`config.mk`:
```
export PLATFORM = sky130hd
export DESIGN_NAME = lcd_raster_timing
export DESIGN_NICKNAME = d
export VERILOG_FILES = /design/src/rtl/lcdt_pkg.sv /design/src/rtl/lcdt_pix_div.sv /design/src/rtl/lcdt_axis_ctr.sv /design/src/rtl/lcd_raster_timing.sv
export SDC_FILE = /design/constraint.sdc
export NUM_CORES = 1
export LEC_CHECK = 0
export ABC_AREA = 1
export BUFFER_PORTS_ARGS = -buffer_cell sky130_fd_sc_hd__buf_2
export CORE_AREA = 2 2 110 191
export CTS_CLUSTER_DIAMETER = 120
export DETAILED_ROUTE_END_ITERATION = 8
export DIE_AREA = 0 0 112 193
export PLACE_DENSITY = 0.8
export SETUP_SLACK_MARGIN = 0.05
export SLEW_MARGIN = 5
export SYNTH_ARGS = -nofsm -noshare
export SYNTH_HDL_FRONTEND = slang
export SYNTH_SLANG_ARGS = --single-unit
```
`constraint.sdc`:
```
create_clock -name clk -period 16.2 [get_ports clk]
set_input_delay 4.86 -clock clk [delete_from_list [all_inputs] [get_ports clk]]
set_output_delay 4.86 -clock clk [all_outputs]
set_load 0.01 [all_outputs]
```
`src/rtl/lcdt_pkg.sv`:
```
package lcdt_pkg;

    localparam int ACT_W   = 10;
    localparam int SYNC_W  = 6;
    localparam int PORCH_W = 8;
    localparam int DIV_W   = 8;
    localparam int ACB_W   = 8;
    localparam int INV_W   = 4;
    localparam int CNT_W   = ACT_W + 2;

    localparam int F_ACT_LSB  = 0;
    localparam int F_SYNC_LSB = 10;
    localparam int F_FP_LSB   = 16;
    localparam int F_BP_LSB   = 24;
    localparam int C_DIV_LSB  = 0;
    localparam int C_ACB_LSB  = 8;
    localparam int C_INV_LSB  = 20;

    localparam logic [DIV_W-1:0] DIV_FLOOR_TFT     = DIV_W'(2);
    localparam logic [DIV_W-1:0] DIV_FLOOR_PASSIVE = DIV_W'(3);

    typedef enum logic [1:0] {
        INV_VSYNC = 2'd0,
        INV_HSYNC = 2'd1,
        INV_PCLK  = 2'd2,
        INV_DE    = 2'd3
    } inv_sel_e;

    typedef struct packed {
        logic [CNT_W-1:0] sync_n;
        logic [CNT_W-1:0] back_n;
        logic [CNT_W-1:0] act_n;
        logic [CNT_W-1:0] front_n;
    } axis_cfg_t;

    typedef struct packed {
        axis_cfg_t          h;
        axis_cfg_t          v;
        logic [DIV_W-1:0]   div;
        logic [ACB_W-1:0]   acb_period;
        logic [INV_W-1:0]   inv;
        logic               tft;
    } timing_cfg_t;

    function automatic axis_cfg_t decode_axis(input logic [31:0] w, input logic porch_biased);
        axis_cfg_t a;
        a.sync_n  = CNT_W'(w[F_SYNC_LSB +: SYNC_W]) + CNT_W'(1);
        a.act_n   = CNT_W'(w[F_ACT_LSB +: ACT_W]) + CNT_W'(1);
        a.front_n = CNT_W'(w[F_FP_LSB +: PORCH_W]) + CNT_W'(porch_biased);
        a.back_n  = CNT_W'(w[F_BP_LSB +: PORCH_W]) + CNT_W'(porch_biased);
        return a;
    endfunction

    function automatic timing_cfg_t decode_cfg(input logic [31:0] hw, input logic [31:0] vw,
                                               input logic [31:0] cw, input logic tft);
        timing_cfg_t      c;
        logic [DIV_W-1:0] raw;
        logic [DIV_W-1:0] floor_v;
        c.h          = decode_axis(hw, 1'b1);
        c.v          = decode_axis(vw, 1'b0);
        raw          = cw[C_DIV_LSB +: DIV_W];
        floor_v      = tft ? DIV_FLOOR_TFT : DIV_FLOOR_PASSIVE;
        c.div        = (raw < floor_v) ? floor_v : raw;
        c.acb_period = cw[C_ACB_LSB +: ACB_W];
        c.inv        = cw[C_INV_LSB +: INV_W];
        c.tft        = tft;
        return c;
    endfunction

endpackage

```
`src/rtl/lcdt_pix_div.sv`:
```
module lcdt_pix_div
    import lcdt_pkg::*;
#(
    parameter int W = DIV_W
) (
    input  logic         clk,
    input  logic         clr,
    input  logic         run,
    input  logic [W-1:0] div,
    output logic         tick,
    output logic         level
);

    logic [W-1:0] phase_q;

    assign tick  = run && (phase_q == (div - W'(1)));
    assign level = run && (phase_q >= (div >> 1));

    always_ff @(posedge clk) begin
        if (clr) begin
            phase_q <= '0;
        end else if (run) begin
            phase_q <= tick ? '0 : phase_q + W'(1);
        end
    end

endmodule

```
`src/rtl/lcdt_axis_ctr.sv`:
```
module lcdt_axis_ctr
    import lcdt_pkg::*;
#(
    parameter int OW = ACT_W
) (
    input  logic          clk,
    input  logic          clr,
    input  logic          step,
    input  axis_cfg_t     cfg,
    output logic          wrap,
    output logic          in_sync,
    output logic          in_active,
    output logic [OW-1:0] coord
);

    logic [CNT_W-1:0] pos_q;
    logic [CNT_W-1:0] act_start;
    logic [CNT_W-1:0] act_stop;
    logic [CNT_W-1:0] last_pos;
    logic             at_last;

    assign act_start = cfg.sync_n + cfg.back_n;
    assign act_stop  = act_start + cfg.act_n;
    assign last_pos  = act_stop + cfg.front_n - CNT_W'(1);
    assign at_last   = (pos_q == last_pos);

    assign wrap      = step && at_last;
    assign in_sync   = (pos_q < cfg.sync_n);
    assign in_active = (pos_q >= act_start) && (pos_q < act_stop);
    assign coord     = in_active ? OW'(pos_q - act_start) : '0;

    always_ff @(posedge clk) begin
        if (clr) begin
            pos_q <= '0;
        end else if (step) begin
            pos_q <= at_last ? '0 : pos_q + CNT_W'(1);
        end
    end

endmodule

```
`src/rtl/lcd_raster_timing.sv`:
```
module lcd_raster_timing
    import lcdt_pkg::*;
(
    input  logic             clk,
    input  logic             rst,
    input  logic             enable,
    input  logic             tft_mode,
    input  logic [31:0]      cfg_horiz,
    input  logic [31:0]      cfg_vert,
    input  logic [31:0]      cfg_ctrl,
    output logic             pix_ce,
    output logic             pix_clk,
    output logic             hsync,
    output logic             vsync,
    output logic             de,
    output logic [ACT_W-1:0] pix_x,
    output logic [ACT_W-1:0] pix_y,
    output logic             line_end,
    output logic             frame_end,
    output logic             ac_bias
);

    logic             clr;
    logic             run_q;
    timing_cfg_t      cfg_q;
    logic             tick;
    logic             pclk_lvl;
    logic             h_wrap, h_sync, h_act;
    logic             v_wrap, v_sync, v_act;
    logic [ACT_W-1:0] h_coord, v_coord;
    logic             de_raw;
    logic [INV_W-1:0] raw_sig;
    logic [INV_W-1:0] pol_sig;
    logic [ACB_W-1:0] acb_cnt_q;
    logic [ACB_W-1:0] acb_limit;
    logic             acb_q;

    assign clr = rst || !enable;

    always_ff @(posedge clk) begin
        run_q <= rst ? 1'b0 : enable;
        if (clr || v_wrap) begin
            cfg_q <= decode_cfg(cfg_horiz, cfg_vert, cfg_ctrl, tft_mode);
        end
    end

    lcdt_pix_div #(.W(DIV_W)) u_div (
        .clk   (clk),
        .clr   (clr),
        .run   (run_q),
        .div   (cfg_q.div),
        .tick  (tick),
        .level (pclk_lvl)
    );

    lcdt_axis_ctr #(.OW(ACT_W)) u_hctr (
        .clk       (clk),
        .clr       (clr),
        .step      (tick),
        .cfg       (cfg_q.h),
        .wrap      (h_wrap),
        .in_sync   (h_sync),
        .in_active (h_act),
        .coord     (h_coord)
    );

    lcdt_axis_ctr #(.OW(ACT_W)) u_vctr (
        .clk       (clk),
        .clr       (clr),
        .step      (h_wrap),
        .cfg       (cfg_q.v),
        .wrap      (v_wrap),
        .in_sync   (v_sync),
        .in_active (v_act),
        .coord     (v_coord)
    );

    assign de_raw = h_act && v_act;

    assign raw_sig[INV_VSYNC] = v_sync;
    assign raw_sig[INV_HSYNC] = h_sync;
    assign raw_sig[INV_PCLK]  = pclk_lvl;
    assign raw_sig[INV_DE]    = de_raw;

    for (genvar g = 0; g < INV_W; g++) begin : g_pol
        assign pol_sig[g] = run_q & (raw_sig[g] ^ cfg_q.inv[g]);
    end

    assign vsync   = pol_sig[INV_VSYNC];
    assign hsync   = pol_sig[INV_HSYNC];
    assign pix_clk = pol_sig[INV_PCLK];
    assign de      = pol_sig[INV_DE];

    assign pix_x     = de_raw ? h_coord : '0;
    assign pix_y     = de_raw ? v_coord : '0;
    assign pix_ce    = tick;
    assign line_end  = h_wrap;
    assign frame_end = v_wrap;

    assign acb_limit = (cfg_q.acb_period == '0) ? '0 : cfg_q.acb_period - ACB_W'(1);

    always_ff @(posedge clk) begin
        if (clr) begin
            acb_cnt_q <= '0;
            acb_q     <= 1'b0;
        end else if (h_wrap) begin
            if (acb_cnt_q == acb_limit) begin
                acb_cnt_q <= '0;
                acb_q     <= ~acb_q;
            end else begin
                acb_cnt_q <= acb_cnt_q + ACB_W'(1);
            end
        end
    end

    assign ac_bias = run_q && !cfg_q.tft && acb_q;

endmodule

```
## After elaboration in Yosys (flattened, before gate mapping)

Cells that the tools add are included.

- Output and inout bits: 28
- Register bits after elaboration: 151

- Reductions and logical operators: 15
- Mux-type cells: 11
- Order comparisons: 8
- Bitwise gates (word level): 9
- Eq/ne operators: 4
- Add/sub/neg operators: 22

Operators by type and width:

| cell | count |
|---|---|
| adder 12 bit | 4 |
| < comparator 12 bit | 4 |
| two-way mux 10 bit | 4 |
| two-way mux 8 bit | 4 |
| adder 12 x 1 -> 12 bit (second input constant) | 2 |
| adder 12 x 8 -> 12 bit | 2 |
| equality test 12 bit | 2 |
| >= comparator 12 bit | 2 |
| two-way mux 12 bit | 2 |
| subtractor 12 x 1 -> 12 bit (second input constant) | 2 |
| adder 10 x 1 -> 11 bit (second input constant) | 2 |
| subtractor 10 bit | 2 |
| adder 8 x 1 -> 9 bit (second input constant) | 2 |
| adder 8 x 1 -> 8 bit (second input constant) | 2 |
| equality test 8 bit | 2 |
| subtractor 8 x 1 -> 8 bit (second input constant) | 2 |
| adder 6 x 1 -> 7 bit (second input constant) | 2 |
| logical AND 1 bit | 9 |
| >= comparator 8 x 7 -> 1 bit | 1 |
| logical NOT 8 bit | 1 |
| < comparator 8 x 2 -> 1 bit | 1 |
| bitwise AND 1 bit | 4 |
| bitwise XOR 1 bit | 4 |
| logical NOT 1 bit | 2 |
| 4 further kinds | 5 |

## Logic depth before layout (Yosys ltp)

Gate-level depths: netlist of run 1.

- Depth after elaboration: 8
- Mapped depth: 35

## By module

Synthesis of run 1 repeated with hierarchy kept, for this count alone.

- Cells, all modules: 1632
- Area total of the unflattened synthesis: 12421.9 um^2

By module, submodules not included:

| module | cells an instance | seq. area each (um^2) | area each (um^2) | times used |
|---|---|---|---|---|
| lcd_raster_timing | 410 | 2932.8 | 4566.9 | 1 |
| lcdt_axis_ctr (u_vctr) | 542 | 240.2 | 3484.6 | 1 |
| lcdt_axis_ctr (u_hctr) | 530 | 240.2 | 3462.1 | 1 |
| lcdt_pix_div | 150 | 160.2 | 908.4 | 1 |

## Worst setup path after synthesis of run 1

No wires, ideal clock.

- Kind: register -> output
- Start: register cfg_q[105] in the netlist's numbering
- End: output frame_end
- Cell stages (with the launch flop): 30
- Data required time: 11340 ps
- Setup slack: 7126 ps
- Buffers on the path: 0
- Data arrival time: 4214 ps
- Path through: edfxtp_1 ha_1 inv_1 fa_1 o21ai_0 a21oi_1 o21bai_1 xor2_1 inv_1 ha_1 nand2_1 inv_1 nand2_1 nand2_1 inv_1 nand2_1 nand2_1 nand2_1 or2_2 ha_1 a21o_1 a21boi_1 nand3_1 nand2_1 nand2_1 nand3_1 nand2_2 inv_1 nand2_1 nor2_1

- Cells in the longest elaborated chain, start to end: 7

RTL lines:

| element | RTL line | source |
|---|---|---|
| start: declaration | lcd_raster_timing.sv:25 | `timing_cfg_t cfg_q;` |
| start signal: assignment | lcd_raster_timing.sv:43 | `cfg_q <= decode_cfg(cfg_horiz, cfg_vert, cfg_ctrl, tft_mode);` |
| adder 12 bit | lcdt_axis_ctr.sv:22 | `assign act_start = cfg.sync_n + cfg.back_n;` |
| adder 12 bit | lcdt_axis_ctr.sv:23 | `assign act_stop = act_start + cfg.act_n;` |
| adder 12 bit | lcdt_axis_ctr.sv:24 | `assign last_pos = act_stop + cfg.front_n - CNT_W'(1);` |
| subtractor 12 x 1 -> 12 bit | lcdt_axis_ctr.sv:24 |  |
| equality test 12 bit | lcdt_axis_ctr.sv:25 | `assign at_last = (pos_q == last_pos);` |
| logical AND 1 bit (2 in a row) | lcdt_axis_ctr.sv:27 | `assign wrap = step && at_last;` |
| end: declaration | lcd_raster_timing.sv:19 | `output logic frame_end,` |

No other way between the ends.

## Final worst setup path of run 1

- Start: register cfg_q[57] in the netlist's numbering
- End: output pix_y[5]

- Cells in the longest elaborated chain, start to end: 6
- Elaborated cells on any way between the ends: 9
- Those cells by class: 3 x add/sub; 2 x order compare; 2 x mux; 2 x reduce/logical

RTL lines:

| element | RTL line | source |
|---|---|---|
| adder 12 x 8 -> 12 bit * | lcdt_axis_ctr.sv:22 |  |
| adder 12 bit | lcdt_axis_ctr.sv:23 |  |
| < comparator 12 bit | lcdt_axis_ctr.sv:29 | `assign in_active = (pos_q >= act_start) && (pos_q < act_stop);` |
| logical AND 1 bit | lcdt_axis_ctr.sv:29 |  |
| two-way mux 10 bit or logical AND 1 bit (tied branches) | lcdt_axis_ctr.sv:30, lcd_raster_timing.sv:78 |  |
| two-way mux 10 bit * | lcd_raster_timing.sv:95 | `assign pix_y = de_raw ? v_coord : '0;` |
| end: declaration | lcd_raster_timing.sv:17 | `output logic [ACT_W-1:0] pix_y,` |

Every way passes the cells marked *; elsewhere a longest branch is shown, timed or not.

==> summary.md, run 1 <==
| Metric | Value |
|---|---|
| Outcome | finished, final reports clean |
| Vias in the first global route | 10800 |
| Most common flop cell mapped by yosys | edfxtp_1 |
| Skew final | a little under 0.009 ns |
| Worst hold path class | reg -> reg |
| Setup total negative slack | 0 ns |
| Cell mode on critical path | nand2_1 |
| Antenna violations before repair | 0 |
| Initial drt markers | 540 |
| Rows | a little under 70 |
| Total power | between 1.5 and 2 mW |
| Die area | 0.0216 sq mm |
| Pin count of the biggest net entering global routing | 65 |
| Gate power share | 0.559 |
| DRT Pass-1 Iters | 6 |
| Setup repair bufs after CTS | 0 |
| Slew Viols, Final | 0 |
| Worst R2R Setup Slack | between 9 and 10 ns |
| Fin worst setup slack | 5.42 ns |
| Ant diodes | 0 |
| Crit path max-delay family | simple AND/OR/NAND/NOR gates |
| Placed Area | between 0.01 and 0.015 sq mm |
| CP startpoint kind | flip-flop |
| Post-synth EDFFs | 91 |
| Detailed Route WL | between 30 and 40 mm |
| Power Density | approximately 140 mW/mm^2 |
| Final core occ | 0.657 |
| Die Ht | ~190 microns |
| RSZ-0062 raised after global routing | false |
| Fmax | between 90 and 100 MHz |
| Layout cells sized above 1 | 0.100 |
| Reg2Reg Depth | 31 |
| Cell variety after synth | 49 |
| Final global-route overflow total | 0 |
| Mapped cell area | roughly 0.012 sq mm |
| Hold EP | acb_cnt_q[7]$_SDFFE_PP0N_ |
| Clock slew at reported path FFs | roughly 0.06 ns |
| Port bufs | around 120 |
| CTS Buf Count | 17 |
| Worst Path Max Fanout | 20 |
| CP Class | reg -> out |
| CP max stage cell | nand2_1 |
| Io pins | between 100 and 150 |
| Worst-Skew Late Latency | approximately 0.44 ns |
| Reg2reg end | cfg_q[19]$_SDFFCE_PN0P_ |
| Internal power | approximately 0.99 mW |
| Inst Count DP | 1960 |
| Non-Filler Instances | roughly 2000 |
| Area Overhead vs Synth | 12.0% |
| Final Hold Slack | roughly 0.51 ns |
| Reg2reg start | cfg_q[105]$_DFFE_PP_ |
| Hold path depth | 2 |
| DR WL/cell | 15.1 microns |
| Max_slew headroom | 0.441 |
| Sequential Power Share | 0.218 |
| Clock power share | 0.223 |
| Hold buffer count at cts | 0 |
| Setup WS pre-CTS | between 5 and 6 ns |
| Root Driver | clkbuf_16 |
| Final Wtd Congestion | approximately 0.96 |
| Cells after synthesis | about 1600 |
| Worst path required time | between 10 and 15 ns |
| Post-route ant nets | 0 |
| Psw | 0.822 mW |
| CP bufs+invs | 3 |
| Hold Vio Cnt, Final | 0 |
| First-pass GRT wire length | 48.9 mm |
| VDD IR max | between 100 and 150 uV |
| CTS tree | built |
| Critical Path Sink Type | output port |
| Total GRT Usage | 0.286 |
| Final setup viols | 0 |
| Maxcap violations | 0 |
| Synth Area per Inst | between 7 and 8 sq um |
| Tmin final | about 11 ns |
| Async S/R FF share, synth | 0 |
| Lkg Pwr | about 6.9 nW |
| Synth Register Bits | ~130 |
| Synth Warn # | 0 |
| HPWL after detailed placement | 24.3 mm |
| Critical path arrival | 5.92 ns |
| Min-delay src | acb_cnt_q[7]$_SDFFE_PP0N_ |
| # H-tree levels | 4 |
| CTS Sinks | between 100 and 150 |
| PostCTS Resize Cnt | 0 |
| Sequential area share after synthesis | 0.302 |
| Via/cell ratio | ~5.5 |
| Net Count, Synth | ~1900 |
| Clock Tree Buf Depth | 2 |
| Vias after detailed routing | 10900 |
| Core area | between 0.02 and 0.025 sq mm |
| Period utilization | 0.666 |
| Nets | 1975 |
| Worst-Margin Slew | about 0.84 ns |
| Switch share | 0.453 |
| Starting Density | 0.587 |
| Design area | 0.0133 sq mm |
| Max incr delay on CP | roughly 0.50 ns |
| Die Width | about 110 microns |
| # DRC | 0 |
-- cell type report --
class / instances / area [sq um]
clock inverter: 14 / 174
clock buffer: 18 / 429
sequential: 133 / 3570
inverter: 287 / 1080
multi-input combinational: 1175 / 7120
tap: 248 / 310
fill: 1810 / 6930
timing repair buffer: 117 / 591
-- how the worst max path moves through the flow --
stage,cells past startpoint,start,slack (ns),to
after detailed placement,29,cfg_q[57]$_DFFE_PP_,5.87,pix_y[5]
final,29,cfg_q[57]$_DFFE_PP_,5.42,pix_y[5]
after floorplan,29,cfg_q[105]$_DFFE_PP_,7.13,frame_end
after CTS,29,cfg_q[57]$_DFFE_PP_,5.37,pix_y[5]
after global routing,25,cfg_q[105]$_DFFE_PP_,5.05,pix_y[5]
after global placement,29,cfg_q[57]$_DFFE_PP_,5.95,pix_y[5]
-- flip-flops by register name, indices dropped and copies added, names as in the netlist --
name / flops
acb_cnt_q: 8
acb_q: 1
cfg_q: 91
run_q: 1
u_div.phase_q: 8
u_hctr.pos_q: 12
u_vctr.pos_q: 12
-- Yosys cell counts, drive strengths merged, types with 7 or more instances --
library cell,count,area share
nor3,29,0.013
o21bai,7,0.0044
edfxtp,91,0.23
nand3b,8,0.0051
nor3b,15,0.0095
o21ai,37,0.016
nor2,146,0.050
inv,286,0.091
ha,136,0.14
clkbuf,8,0.0025
xor2,89,0.067
xnor2,22,0.016
nand3,135,0.058
nand2,380,0.12
a21oi,78,0.033
dfxtp,42,0.071
fa,8,0.014
nand4,43,0.024
-- power groups by stage --
stage	clock network [mW]	logic, mW	registers, mW
2_1_floorplan	0	0.786	0.397
3_3_place_gp	0	0.983	0.401
3_5_place_dp	0	1.01	0.402
4_1_cts	0.409	1.02	0.395
5_1_grt	0.421	1.17	0.396
6_report	0.404	1.01	0.395
-- tightest hold or removal path, delay by kind of cell (launching register included) --
kind,cells,cell delay [ns]
AND/OR/NAND/NOR,1,0.07
AO/OA/AOI/OAI,1,0.05
flip-flops,1,0.34
-- per-layer routing --
layer  global-route usage  vias up  wire length (microns)
met1                0.266     4948                  10600
li1                     -     5508                      -
met5                    0        -                      0
met2                0.573      295                  16600
met3               0.0334      116                    929
met4                0.190        0                   2020
-- cells in the final DEF, fill, tap and decap left out, types with 8 or more instances in the layout --
cell type / netlist / layout
nand2_1: 374 / 374
nand3b_1: 8 / 8
nand3_1: 133 / 133
dfxtp_1: 42 / 42
xor2_1: 87 / 87
inv_1: 285 / 285
edfxtp_1: 91 / 91
nor2_1: 137 / 137
clkbuf_16: 0 / 17
nand4_1: 42 / 42
nor3b_1: 15 / 15
ha_1: 136 / 136
nor3_1: 28 / 28
xnor2_1: 22 / 22
o21ai_0: 36 / 36
fa_1: 8 / 8
a21oi_1: 78 / 78
buf_2: 2 / 115
-- cell families after synthesis --
kind of cell             synth area share
AO/OA/AOI/OAI                      0.0714
XOR/XNOR                           0.0833
flip-flops                          0.302
buffers and inverters              0.0975
AND/OR/NAND/NOR                     0.289
adder cells (fa/ha/maj)             0.157
Power figures use the tool's default switching activity.
==> inputs of run 2 (changes only) <==
CORE_AREA = 2 2 114 200   (was 2 2 110 191)
DIE_AREA = 0 0 116 202   (was 0 0 112 193)
PLACE_DENSITY = 0.78   (was 0.8)
clock period = 9.3 ns   (was 16.2 ns; I/O delays follow)
==> summary.md, run 2 (synthesis gave the netlist of run 1 again) <==
| Metric | Value |
|---|---|
| Outcome | finished, final reports clean |
| Non-Filler Instances | roughly 2000 |
| Max reg flops | 91 |
| Critical Path Sink Type | output port |
| VDD IR max | between 150 and 200 uV |
| Maxcap violations | 0 |
| CP Class | reg -> out |
| Port bufs | 115 |
| CP bufs+invs | 3 |
| Ant diodes | 0 |
| Worst-Margin Slew | between 0.8 and 0.9 ns |
| CTS tree | built |
| Period utilization | 0.929 |
| Slew Viols, Final | 0 |
| Final global-route overflow total | 0 |
| PostCTS Resize Cnt | 0 |
| Cell mode on critical path | nand2_1 |
| Setup repair bufs after CTS | 0 |
| Critical path arrival | a little under 6 ns |
| Total GRT Usage | 0.273 |
| Most frequent cells in the layout | nand2_1 (374), inv_1 (285), nor2_1 (137), ha_1 (136), nand3_1 (133) |
| Detailed Route WL | 30.5 mm |
| Rows | 72 |
| Worst Path Max Fanout | 20 |
| RSZ-0062 raised after global routing | false |
| Root Driver | clkbuf_16 |
| Starting Density | 0.544 |
| Clock slew at reported path FFs | ~0.06 ns |
| Die Ht | between 200 and 250 microns |
| Fillers | 1990 |
| Initial drt markers | 544 |
| Worst R2R Setup Slack | 2.29 ns |
| Setup total negative slack | 0 ns |
| # DRC | 0 |
| Vias in the first global route | around 11000 |
| Lkg Pwr | 6.84 nW |
| Power Density | roughly 230 mW/mm^2 |
| Io pins | 128 |
| Max_slew headroom | 0.419 |
| Clock Tree Buf Depth | 2 |
| Die area | approximately 0.023 sq mm |
| DRT Pass-1 Iters | 6 |
| Nets | a little under 2000 |
| Vias after detailed routing | 10800 |
| CTS Sinks | about 130 |
| Worst hold path class | reg -> reg |
| Fmax | 116 MHz |
| Final Wtd Congestion | around 0.93 |
| Area Overhead vs Synth | 12.2% |
| Crit path max-delay family | simple AND/OR/NAND/NOR gates |
| Biggest register | cfg_q |
| CP startpoint kind | flip-flop |
| Hold Vio Cnt, Final | 0 |
| Skew final | roughly 0.0089 ns |
| Placed Area | 0.0127 sq mm |
| Worst path required time | 6.51 ns |
| Total power | roughly 3.1 mW |
| Core area | ~0.022 sq mm |
| HPWL after detailed placement | around 25 mm |
| Hold buffer count at cts | 0 |
| Final setup viols | 0 |
| Post-route ant nets | 0 |
| Biggest regs | cfg_q (91), u_hctr.pos_q (12), u_vctr.pos_q (12) |
| Commonest non-fill, non-tap cell in the layout | nand2_1 |
| Design area | between 0.01 and 0.015 sq mm |
| Layout cells sized above 1 | 0.100 |
| Pin count of the biggest net entering global routing | between 60 and 70 |
| First-pass GRT wire length | roughly 50 mm |
| Tmin final | between 8 and 9 ns |
| CTS Buf Count | 17 |
| Worst-Skew Late Latency | 0.44 ns |
| Die Width | approximately 120 microns |
| # H-tree levels | 4 |
| Antenna violations before repair | 0 |
| Max incr delay on CP | 0.47 ns |
| Via/cell ratio | roughly 5.3 |
| Inst Count DP | roughly 2000 |
| CP max stage cell | nand2_1 |
| DR WL/cell | 15.0 microns |
-- run 2: cell types whose count changed in the layout (fill, tap and decap cells not counted) --
| cell | delta |
|---|---|
| clkinv_4 | +1 |
| clkinv_2 | +1 |
| bufinv_16 | -2 |
-- run 2: worst register-to-register path, delay by kind of cell, from the launching register on --
kind            cells  cell delay, ns
simple gates       15            2.52
compound gates      7            1.59
fa+ha+maj           3            1.11
buf+inv             2            0.66
flops               1            0.41
xor+xnor            1            0.34
-- run 2: final cells by class --
class / instances / area [sq um] / area share
multi-input cells: 1175 / 7120 / 0.536
flip-flops and latches: 133 / 3570 / 0.269
inverters: 287 / 1080 / 0.0811
repair buffers: 117 / 591 / 0.0444
clock buffers: 18 / 429 / 0.0323
well taps: 296 / 370 / 0.0279
clock inverters: 14 / 128 / 0.00960
-- run 2: worst paths after layout --
path                              from                         to  depth (start not counted)
min          acb_cnt_q[6]$_SDFFE_PP0N_  acb_cnt_q[6]$_SDFFE_PP0N_                          2
min reg2reg  acb_cnt_q[6]$_SDFFE_PP0N_  acb_cnt_q[6]$_SDFFE_PP0N_                          2
max                cfg_q[45]$_DFFE_PP_                   pix_y[8]                         29
max reg2reg       cfg_q[107]$_DFFE_PP_    cfg_q[19]$_SDFFCE_PN0P_                         28
-- run 2: stage by stage --
step	hold WS (ns)	util	setup slack (ns)
after global placement	0.492	0.584	1.27
after global routing	0.544	0.610	0.219
final	0.494	0.610	0.658
after detailed placement	0.493	0.584	1.17
after CTS	0.501	0.610	0.657
after floorplan	0.468	-	2.30
-- run 2: report_power, final --
group	internal [mW]	switching (mW)
logic	0.634	1.14
clock network	0.370	0.282
registers	0.669	0.0181
total	1.67	1.44
-- run 2: metal layers --
metal / GRT usage / routed length [microns] / share of wire
met5: 0 / 0 / 0
met4: 0.178 / 1970 / 0.065
met3: 0.0357 / 1130 / 0.037
met2: 0.530 / 16900 / 0.55
met1: 0.255 / 10500 / 0.34
